<file path="config.mk">
export PLATFORM = sky130hd
export DESIGN_NAME = irq_ctx_stacker
export DESIGN_NICKNAME = d
export VERILOG_FILES = /design/src/rtl/irq_pkg.sv /design/src/rtl/irq_pend_latch.sv /design/src/rtl/irq_pick.sv /design/src/rtl/ctx_seq.sv /design/src/rtl/irq_ctx_stacker.sv
export SDC_FILE = /design/constraint.sdc
export NUM_CORES = 1
export LEC_CHECK = 0
export BUFFER_PORTS_ARGS = -buffer_cell sky130_fd_sc_hd__clkbuf_2
export CORE_MARGIN = 2
export CORE_UTILIZATION = 52
export DETAILED_ROUTE_END_ITERATION = 12
export PLACE_DENSITY = 0.87
export SYNTH_ARGS = -nofsm -noshare
export SYNTH_HDL_FRONTEND = slang
export SYNTH_SLANG_ARGS = --single-unit
export TNS_END_PERCENT = 20
</file>
<file path="constraint.sdc">
create_clock -name clk -period 3 [get_ports clk]
set_input_delay 0.6 -clock clk [delete_from_list [all_inputs] [get_ports clk]]
set_output_delay 0.6 -clock clk [all_outputs]
set_load 0.01 [all_outputs]
</file>
<file path="src/rtl/irq_pkg.sv">
package irq_pkg;
  localparam int BYTE_W    = 8;
  localparam int PC_W      = 2 * BYTE_W;
  localparam int CTX_BYTES = 5;
  localparam int SEL_W     = $clog2(CTX_BYTES);
  localparam int STEP_W    = $clog2(CTX_BYTES + 1);

  typedef enum logic [1:0] {ST_IDLE, ST_PUSH, ST_POP} seq_st_t;

  // Register codes; pop order runs 0..4, push order runs 4..0
  localparam logic [SEL_W-1:0] SEL_CC  = SEL_W'(0);
  localparam logic [SEL_W-1:0] SEL_A   = SEL_W'(1);
  localparam logic [SEL_W-1:0] SEL_X   = SEL_W'(2);
  localparam logic [SEL_W-1:0] SEL_PCH = SEL_W'(3);
  localparam logic [SEL_W-1:0] SEL_PCL = SEL_W'(4);

  typedef struct packed {
    logic [BYTE_W-1:0] cc;
    logic [BYTE_W-1:0] a;
    logic [BYTE_W-1:0] x;
    logic [PC_W-1:0]   pc;
  } ctx_t;

  function automatic logic [BYTE_W-1:0] ctx_byte(ctx_t c, logic [SEL_W-1:0] sel);
    logic [BYTE_W-1:0] b;
    case (sel)
      SEL_CC:  b = c.cc;
      SEL_A:   b = c.a;
      SEL_X:   b = c.x;
      SEL_PCH: b = c.pc[PC_W-1:BYTE_W];
      default: b = c.pc[BYTE_W-1:0];
    endcase
    return b;
  endfunction
endpackage

</file>
<file path="src/rtl/irq_pend_latch.sv">
module irq_pend_latch #(
  parameter int N = 5
) (
  input  logic         clk,
  input  logic         rst_n,
  input  logic [N-1:0] set_i,
  input  logic [N-1:0] clr_i,
  output logic [N-1:0] pend_o
);
  // One latch per source; a set on the clearing edge wins
  for (genvar g = 0; g < N; g++) begin : g_bit
    logic pend_d, pend_q;

    always_comb begin
      pend_d = pend_q;
      if (clr_i[g]) pend_d = 1'b0;
      if (set_i[g]) pend_d = 1'b1;
    end

    always_ff @(posedge clk or negedge rst_n) begin
      if (!rst_n) pend_q <= 1'b0;
      else        pend_q <= pend_d;
    end

    assign pend_o[g] = pend_q;
  end
endmodule

</file>
<file path="src/rtl/irq_pick.sv">
module irq_pick #(
  parameter int N_SRC = 4,
  localparam int VEC_W = $clog2(N_SRC + 1)
) (
  input  logic [N_SRC:0]   pend_i,   // bit N_SRC is the trap
  input  logic             mask_i,
  output logic             any_o,
  output logic [VEC_W-1:0] idx_o,
  output logic [N_SRC:0]   onehot_o
);
  logic             mk_any;
  logic [VEC_W-1:0] mk_idx;

  // Walk downward so the lowest pending index is the last one written
  always_comb begin
    mk_any = 1'b0;
    mk_idx = '0;
    for (int i = N_SRC - 1; i >= 0; i--) begin
      if (pend_i[i]) begin
        mk_any = 1'b1;
        mk_idx = VEC_W'(i);
      end
    end
  end

  always_comb begin
    any_o = 1'b0;
    idx_o = '0;
    if (pend_i[N_SRC]) begin
      any_o = 1'b1;
      idx_o = VEC_W'(N_SRC);
    end else if (!mask_i && mk_any) begin
      any_o = 1'b1;
      idx_o = mk_idx;
    end
  end

  assign onehot_o = any_o ? ((N_SRC + 1)'(1) << idx_o) : '0;
endmodule

</file>
<file path="src/rtl/ctx_seq.sv">
module ctx_seq
  import irq_pkg::*;
#(
  parameter int VEC_W = 3
) (
  input  logic              clk,
  input  logic              rst_n,
  input  logic              any_i,
  input  logic [VEC_W-1:0]  idx_i,
  input  logic              ret_i,
  input  ctx_t              ctx_i,
  input  logic [BYTE_W-1:0] rdata_i,
  output logic              grant_o,
  output logic              we_o,
  output logic [BYTE_W-1:0] wdata_o,
  output logic              re_o,
  output logic              ld_valid_o,
  output logic [SEL_W-1:0]  ld_sel_o,
  output logic [BYTE_W-1:0] ld_data_o,
  output logic              vec_valid_o,
  output logic [VEC_W-1:0]  vec_o,
  output logic              set_mask_o,
  output logic              busy_o
);
  localparam logic [STEP_W-1:0] LAST_PUSH = STEP_W'(CTX_BYTES - 1);
  localparam logic [STEP_W-1:0] POP_TAIL  = STEP_W'(CTX_BYTES);

  seq_st_t           st_d, st_q;
  logic [STEP_W-1:0] step_d, step_q;
  ctx_t              snap_q;
  logic [VEC_W-1:0]  vec_q;
  logic              ldv_q;
  logic [SEL_W-1:0]  lds_q;
  logic              in_push, in_pop;

  // Next-state process
  always_comb begin
    st_d    = st_q;
    step_d  = step_q;
    grant_o = 1'b0;
    unique case (st_q)
      ST_IDLE: begin
        if (ret_i) begin
          st_d   = ST_POP;
          step_d = '0;
        end else if (any_i) begin
          grant_o = 1'b1;
          st_d    = ST_PUSH;
          step_d  = '0;
        end
      end
      ST_PUSH: begin
        if (step_q == LAST_PUSH) st_d = ST_IDLE;
        else                     step_d = step_q + 1'b1;
      end
      ST_POP: begin
        if (step_q == POP_TAIL) st_d = ST_IDLE;
        else                    step_d = step_q + 1'b1;
      end
      default: st_d = ST_IDLE;
    endcase
  end

  // Register process
  always_ff @(posedge clk or negedge rst_n) begin
    if (!rst_n) begin
      st_q   <= ST_IDLE;
      step_q <= '0;
    end else begin
      st_q   <= st_d;
      step_q <= step_d;
    end
  end

  // Context snapshot and vector, enabled by the grant
  always_ff @(posedge clk or negedge rst_n) begin
    if (!rst_n) begin
      snap_q <= '0;
      vec_q  <= '0;
    end else if (grant_o) begin
      snap_q <= ctx_i;
      vec_q  <= idx_i;
    end
  end

  assign in_push = (st_q == ST_PUSH);
  assign in_pop  = (st_q == ST_POP);

  assign re_o = in_pop && (step_q < POP_TAIL);

  // Restore tag trails each pop by one cycle
  always_ff @(posedge clk or negedge rst_n) begin
    if (!rst_n) begin
      ldv_q <= 1'b0;
      lds_q <= '0;
    end else begin
      ldv_q <= re_o;
      if (re_o) lds_q <= step_q[SEL_W-1:0];
    end
  end

  // Push order is the reverse of the register codes
  assign we_o        = in_push;
  assign wdata_o     = ctx_byte(snap_q, SEL_W'(CTX_BYTES - 1) - step_q[SEL_W-1:0]);
  assign set_mask_o  = in_push && (step_q == LAST_PUSH);
  assign vec_valid_o = in_push && (step_q == '0);
  assign vec_o       = vec_q;
  assign ld_valid_o  = ldv_q;
  assign ld_sel_o    = lds_q;
  assign ld_data_o   = rdata_i;
  assign busy_o      = (st_q != ST_IDLE);
endmodule

</file>
<file path="src/rtl/irq_ctx_stacker.sv">
module irq_ctx_stacker
  import irq_pkg::*;
#(
  parameter int N_SRC = 4,
  localparam int VEC_W = $clog2(N_SRC + 1)
) (
  input  logic              clk,
  input  logic              rst_n,
  input  logic [N_SRC-1:0]  irq_req_i,
  input  logic              trap_req_i,
  input  logic              mask_i,
  input  logic              ret_i,
  input  logic [BYTE_W-1:0] acc_i,
  input  logic [BYTE_W-1:0] xr_i,
  input  logic [BYTE_W-1:0] cc_i,
  input  logic [PC_W-1:0]   pc_i,
  input  logic [BYTE_W-1:0] stk_rdata_i,
  output logic              stk_we_o,
  output logic [BYTE_W-1:0] stk_wdata_o,
  output logic              stk_re_o,
  output logic              ld_valid_o,
  output logic [SEL_W-1:0]  ld_sel_o,
  output logic [BYTE_W-1:0] ld_data_o,
  output logic              vec_valid_o,
  output logic [VEC_W-1:0]  vec_o,
  output logic              set_mask_o,
  output logic              busy_o
);
  logic [N_SRC:0]   pend, clr, onehot;
  logic             any, grant;
  logic [VEC_W-1:0] idx;
  ctx_t             ctx;

  assign ctx = '{cc: cc_i, a: acc_i, x: xr_i, pc: pc_i};
  assign clr = grant ? onehot : '0;

  irq_pend_latch #(.N(N_SRC + 1)) u_pend (
    .clk    (clk),
    .rst_n  (rst_n),
    .set_i  ({trap_req_i, irq_req_i}),
    .clr_i  (clr),
    .pend_o (pend)
  );

  irq_pick #(.N_SRC(N_SRC)) u_pick (
    .pend_i   (pend),
    .mask_i   (mask_i),
    .any_o    (any),
    .idx_o    (idx),
    .onehot_o (onehot)
  );

  ctx_seq #(.VEC_W(VEC_W)) u_seq (
    .clk         (clk),
    .rst_n       (rst_n),
    .any_i       (any),
    .idx_i       (idx),
    .ret_i       (ret_i),
    .ctx_i       (ctx),
    .rdata_i     (stk_rdata_i),
    .grant_o     (grant),
    .we_o        (stk_we_o),
    .wdata_o     (stk_wdata_o),
    .re_o        (stk_re_o),
    .ld_valid_o  (ld_valid_o),
    .ld_sel_o    (ld_sel_o),
    .ld_data_o   (ld_data_o),
    .vec_valid_o (vec_valid_o),
    .vec_o       (vec_o),
    .set_mask_o  (set_mask_o),
    .busy_o      (busy_o)
  );
endmodule

</file>
After elaboration in Yosys (flattened, before gate mapping)
Index checks and enable logic that the tools add are counted.
{ "classes": {"add_sub_neg": 2, "n_eq_ne": 12, "muxes": 38, "bitwise": 0, "shift": 1, "multipliers": 0, "n_reduce_logical": 17, "div": 0, "n_lt_le_gt_ge": 1} }
{ "ops": {"columns": ["cell", "n"], "rows": [
  ["case mux 8 bit (4 select lines)", 1],
  ["two-way mux 1 bit", 19],
  ["two-way mux 2 bit", 9],
  ["two-way mux 3 bit", 5],
  ["nonzero test 2 bit", 6],
  ["two-way mux 5 bit", 2],
  ["case mux 3 bit (3 select lines)", 1],
  ["inequality test 2 bit (second input constant)", 4],
  ["== test 3 x 2 -> 1 bit (second input constant)", 2],
  ["== test 3 bit (second input constant)", 2],
  ["logical NOT 3 bit", 2],
  ["case mux 2 bit (3 select lines)", 1],
  ["<< shifter 1 x 3 -> 5 bit (first input constant)", 1],
  ["logical AND 1 bit", 4],
  ["AND reduction 4 bit", 1],
  ["adder 3 x 1 -> 3 bit (second input constant)", 1],
  ["== test 3 x 1 -> 1 bit (second input constant)", 1],
  ["< comparator 3 bit (second input constant)", 1],
  ["inequality test 3 bit (second input constant)", 1],
  ["AND reduction 3 bit", 1],
  ["nonzero test 3 bit", 1],
  ["subtractor 3 bit (first input constant)", 1],
  ["== test 2 x 1 -> 1 bit (second input constant)", 1],
  ["== test 2 bit (second input constant)", 1],
  ["other kinds (2)", 2]
]} }
{ "totals": {"latch_bits": 0, "word_cells": 85, "romBits": 0, "ram_bits": 0, "out_inout_bits": 28, "ff_bits": 57, "input_bits": 57, "n_memories": 0} }

Depth between registers and ports, before layout
{ "logic_depth": {"ltp_word": 13, "ltp_mapped": 7, "mapped_depth_nobuf": 7} }

Hierarchy
A second synthesis with hierarchy kept.
{ "unflattened": {"hier_cells": 237, "hier_area_um2": 2935.3} }
{ "modules_own_cells": {"columns": ["module", "instances", "seq_area_each_um2", "area_per_inst_um2", "cells_each"], "rows": [
  ["ctx_seq", 1, 1301.2, 2592.5, 197],
  ["irq_pend_latch", 1, 125.1, 219.0, 20],
  ["irq_pick", 1, 0.0, 92.6, 15],
  ["irq_ctx_stacker", 1, 0.0, 31.3, 5]
]} }

Worst setup path after synthesis
No wires, ideal clock.
{ "synth_path": {"path_kind": "register to output", "startpoint": "register u_seq.step_q[0]", "endpoint": "output stk_wdata_o[0]", "arrival_time_ps": 1743, "setup_slack_ps": 657, "n_path_buf": 1, "t_required_ps": 2400, "stages_incl_launch_ff": 7, "path_cell_list": "dfrtp_1 > inv_1 > ha_1 > ha_1 > clkbuf_1 > o41ai_4 > a22o_1"} }
{ "synth_between": {"elab_chain_len": 3, "word_cells_on_any_way": 6, "classes_between": "add/sub: 1; eq/ne: 3; mux: 1; reduce/logical: 1"} }
{ "synth_lines": {"columns": ["item", "line_no", "text"], "rows": [
  ["start: declaration", "ctx_seq.sv:29", "logic [STEP_W-1:0] step_d, step_q;"],
  ["start signal: assignment", "ctx_seq.sv:71", "step_q <= step_d;"],
  ["subtractor 3 bit (*)", "ctx_seq.sv:104", "assign wdata_o = ctx_byte(snap_q, SEL_W'(CTX_BYTES - 1) - step_q[SEL_W-1:0]);"],
  ["== test 3 x 2 -> 1 bit (tied with other cells)", "irq_pkg.sv:26", "case (sel)"],
  ["case mux 8 bit (4 select lines) (*)", "irq_pkg.sv:26", null],
  ["end: declaration", "irq_ctx_stacker.sv:19", "output logic [BYTE_W-1:0] stk_wdata_o,"]
]} }
Mark *: on every way between the ends. The rest lies on a longest branch, timed or not.

Worst setup path after layout
{ "layout_path": {"startpoint": "register u_seq.step_q[0]", "endpoint": "output stk_wdata_o[5]"} }
Same word-level chain as after synthesis.

==> impl_metrics.csv <==
group,metric,value,unit
job,drv_cap,0,
timing,rsz0062_at_grt,"false",
clock_network,tritoncts.num_buffers,9,
synth,number_of_synthesis_warnings,0,
synth,postSynthCellCount,222,
placement,place_area,0.00329,mm2
timing,report.final.slew_viol_count,0,
clock_network,cts.root.buffer_cell,"clkbuf_8",
timing,skew,0.00991,ns
critical_path,crit_fanout,9,
layout,antenna_cells_inserted,0,
route,totalWireLength,6.19,mm
placement,place.detailed.hpwl,4.68,mm
placement,placement.io_buffers,68,
timing,timing.max_slew.rel_slack,0.622,
layout,final_net_count,356,
status,status,"completed",
floorplan,design.portCount,85,
critical_path,timing.critical_path.from_type,"flop",
global_route,grt_antenna_before_repair,0,
floorplan,design.die.area,0.00636,mm2
global_route,grt_overflow,0,
critical_path,slowest_delay,0.47,ns
layout,flow.area_growth_from_synthesis,17.9,%
synth,synth_largest_type_area_fraction,0.478,
layout,layout-drive-gt1-share,0.469,
critical_path,timing.critical_path.required,2.40,ns
synth,synth.avg_cell_area,13.4,um2
floorplan,die-width,79.7,um
floorplan,initial_core_util,0.538,
route,first_pass_iters,4,
synth,synth.ff_latch_count,57,
timing,finalCriticalPeriod,2.87,ns
synth,synthTopCellsByArea,"dfrtp_1 48%, mux2_4 20%, ha_1 5.0%, a22oi_1 4.0%, buf_12 2.7%",
timing,clock.fmax,0.348,GHz
synth,syn_nets,291,
clock_network,clock_tree.htree_level_count,3,
clock_network,clock_tree_from_tritoncts,"done",
critical_path,timing.rr.start,"u_seq.st_q[0]$_DFFE_PN0P_",
layout,finalNonFillerCells,364,
route,per_cell_via_count_in_the_routed_design,5.39,
synth,post-synth-top-area-cell,"dfrtp_1",
clock_network,clk_pin_slew_worst_paths,0.07,ns
global_route,largest_net_degree_at_the_start_of_global_routing,29,
synth,syn-cell-area,0.00298,mm2
route,drt.antenna.violating_nets,0,
route,route.detailed.drc,0,
floorplan,std_cell_rows,27,
timing,hold_violations,0,
timing,tightestPinTransition,0.566,ns
power_and_ir_drop,power.static_leakage,1.80,nW
critical_path,timing.setup.critical_path_class,"reg2out",
synth,synth_top_cells_by_count,"57 x dfrtp_1, 40 x mux2_4, 16 x a22oi_1, 15 x nand2_1, 12 x ha_1",
route,route.detailed.wl_per_inst,17.0,um
floorplan,die_extent_in_y,79.7,um
synth,synthDistinctLibCells,38,
timing,setup_viol_count_final,0,
power_and_ir_drop,power.ir.vdd_worst,0.487,mV
layout,final_design_area_no_fill,0.00352,mm2
power_and_ir_drop,p_per_area,1110,mW/mm2
floorplan,floorplan_core_area,0.00554,mm2
critical_path,critical_path_arrival,2.27,ns
synth,main_synth_ff_type,"dfrtp_1",
clock_network,cts.sink_count,57,
global_route,grt_pass1_vias,1976,
synth,seq_area_frac_synth,0.478,
clock_network,cts_max_path_buffers,2,
critical_path,startpoint,"u_seq.step_q[0]$_DFFE_PN0P_",
global_route,first_pass_grt_wire_length,10.0,mm
global_route,grt_usage,0.213,
timing,final.period_utilization,0.957,
critical_path,cp_cell_sequence,"inv_1, ha_1, ha_2, o41ai_4, a22o_1, clkbuf_2",
synth,count_of_flip_flops_with_a_built_in_enable_after_synthesis,0,
route,routed-via-count,1962,
clock_network,clock_latency,0.35,ns
critical_path,endpoint_kind,"output pin",
placement,routabilityCongestion,0.853,
worst_hold_path,hold_path.class,"in2async",
route,initialDrtViolationCount,99,
synth,most_common_cell_in_the_netlist,"dfrtp_1",
synth,async_flop_share,1.00,
critical_path,cp_slowest_cell,"ha_2",
timing,tns,0,ns
timing,hold_ws,0.132,ns
placement,dp_cells,348,
## path summary, 6_finish.rpt
kind | endpoint | slack, ns | cells after the start
min reg2reg | u_seq.ld_sel_o[1]$_DFFE_PN0P_ | 0.51 | 2
max | stk_wdata_o[5] | 0.13 | 6
min in group clk | u_pend.g_bit[4].pend_q$_DFFE_PN0P_ | 0.43 | 2
min | u_seq.snap_q[8]$_DFFE_PN0P_ | 0.13 | 1
max reg2reg | u_seq.snap_q[1]$_DFFE_PN0P_ | 0.69 | 6
max in group asynchronous | u_seq.snap_q[2]$_DFFE_PN0P_ | 2.23 | 2
## cells in the final DEF (no fill, tap or decap), types with 4 or more instances in the layout
cell and count:
ha_1 9, a22oi_1 16, buf_4 4, nand2b_1 5, clkbuf_8 10, nand2_1 15, mux2_4 40, o21ai_0 7
a21oi_1 5, clkbuf_2 68, dfrtp_1 57, a22o_1 8, nor2_1 4, inv_1 8
## repair_timing
action,in CTS,in global routing
gates resized for setup,0,3
hold buffers,0,0
endpoints found under the setup margin,0,6
buffers inserted,0,0
## layer usage
metal	vias up	track usage	share of wire
li1	923	-	-
met1	952	0.292	0.45
met2	67	0.306	0.47
met3	20	0.0611	0.050
met4	0	0.112	0.025
met5	-	0	0
## through the flow
step / total power, mW / utilization / setup WS, ns
floorplan: 2.65 / - / 0.657
global placement: 3.02 / 0.593 / 0.566
detailed placement: 3.10 / 0.593 / 0.458
CTS: 3.91 / 0.633 / 0.0493
global route: 4.14 / 0.635 / 0.0659
finish: 3.91 / 0.635 / 0.128
## registers in the layout (all words and copies together), names as in the netlist
name / cells
u_seq.step_q: 3
u_seq.snap_q: 40
u_seq.ld_sel_o: 3
u_seq.ld_valid_o: 1
u_seq.st_q: 2
u_pend.g_bit.pend_q: 5
u_seq.vec_o: 3
## layout make-up
class | count | area [um2]
fill | 441 | 2020
sequential | 57 | 1430
multi-input combinational | 138 | 1360
timing repair buffer | 73 | 390
clock buffer | 11 | 141
tap | 72 | 90.1
clock inverter | 5 | 78.8
inverter | 8 | 30.0
## power breakdown
part / leakage, nW / switching (mW) / total [mW] / internal [mW]
Combinational: 1.01 / 0.784 / 1.74 / 0.954
Sequential: 0.668 / 0.252 / 1.37 / 1.12
Clock: 0.113 / 0.316 / 0.804 / 0.489
Total: 1.80 / 1.35 / 3.91 / 2.56
## cell families after synthesis
group / after synthesis / share of synthesized area
AND/OR/NAND/NOR: 33 / 0.0591
multiplexers: 44 / 0.215
flip-flops: 57 / 0.478
adder cells (fa/ha/maj): 12 / 0.0503
buffers and inverters: 27 / 0.0688
AO/OA/AOI/OAI: 49 / 0.128
## critical path: cells and delay by family (launching register included)
kind,cells,cell delay [ns]
AOI/OAI and AO/OA,2,0.47
adders and majority gates,2,0.73
buffers and inverters,2,0.29
DFF,1,0.43
No activity file was read; power rests on OpenSTA's default activity.
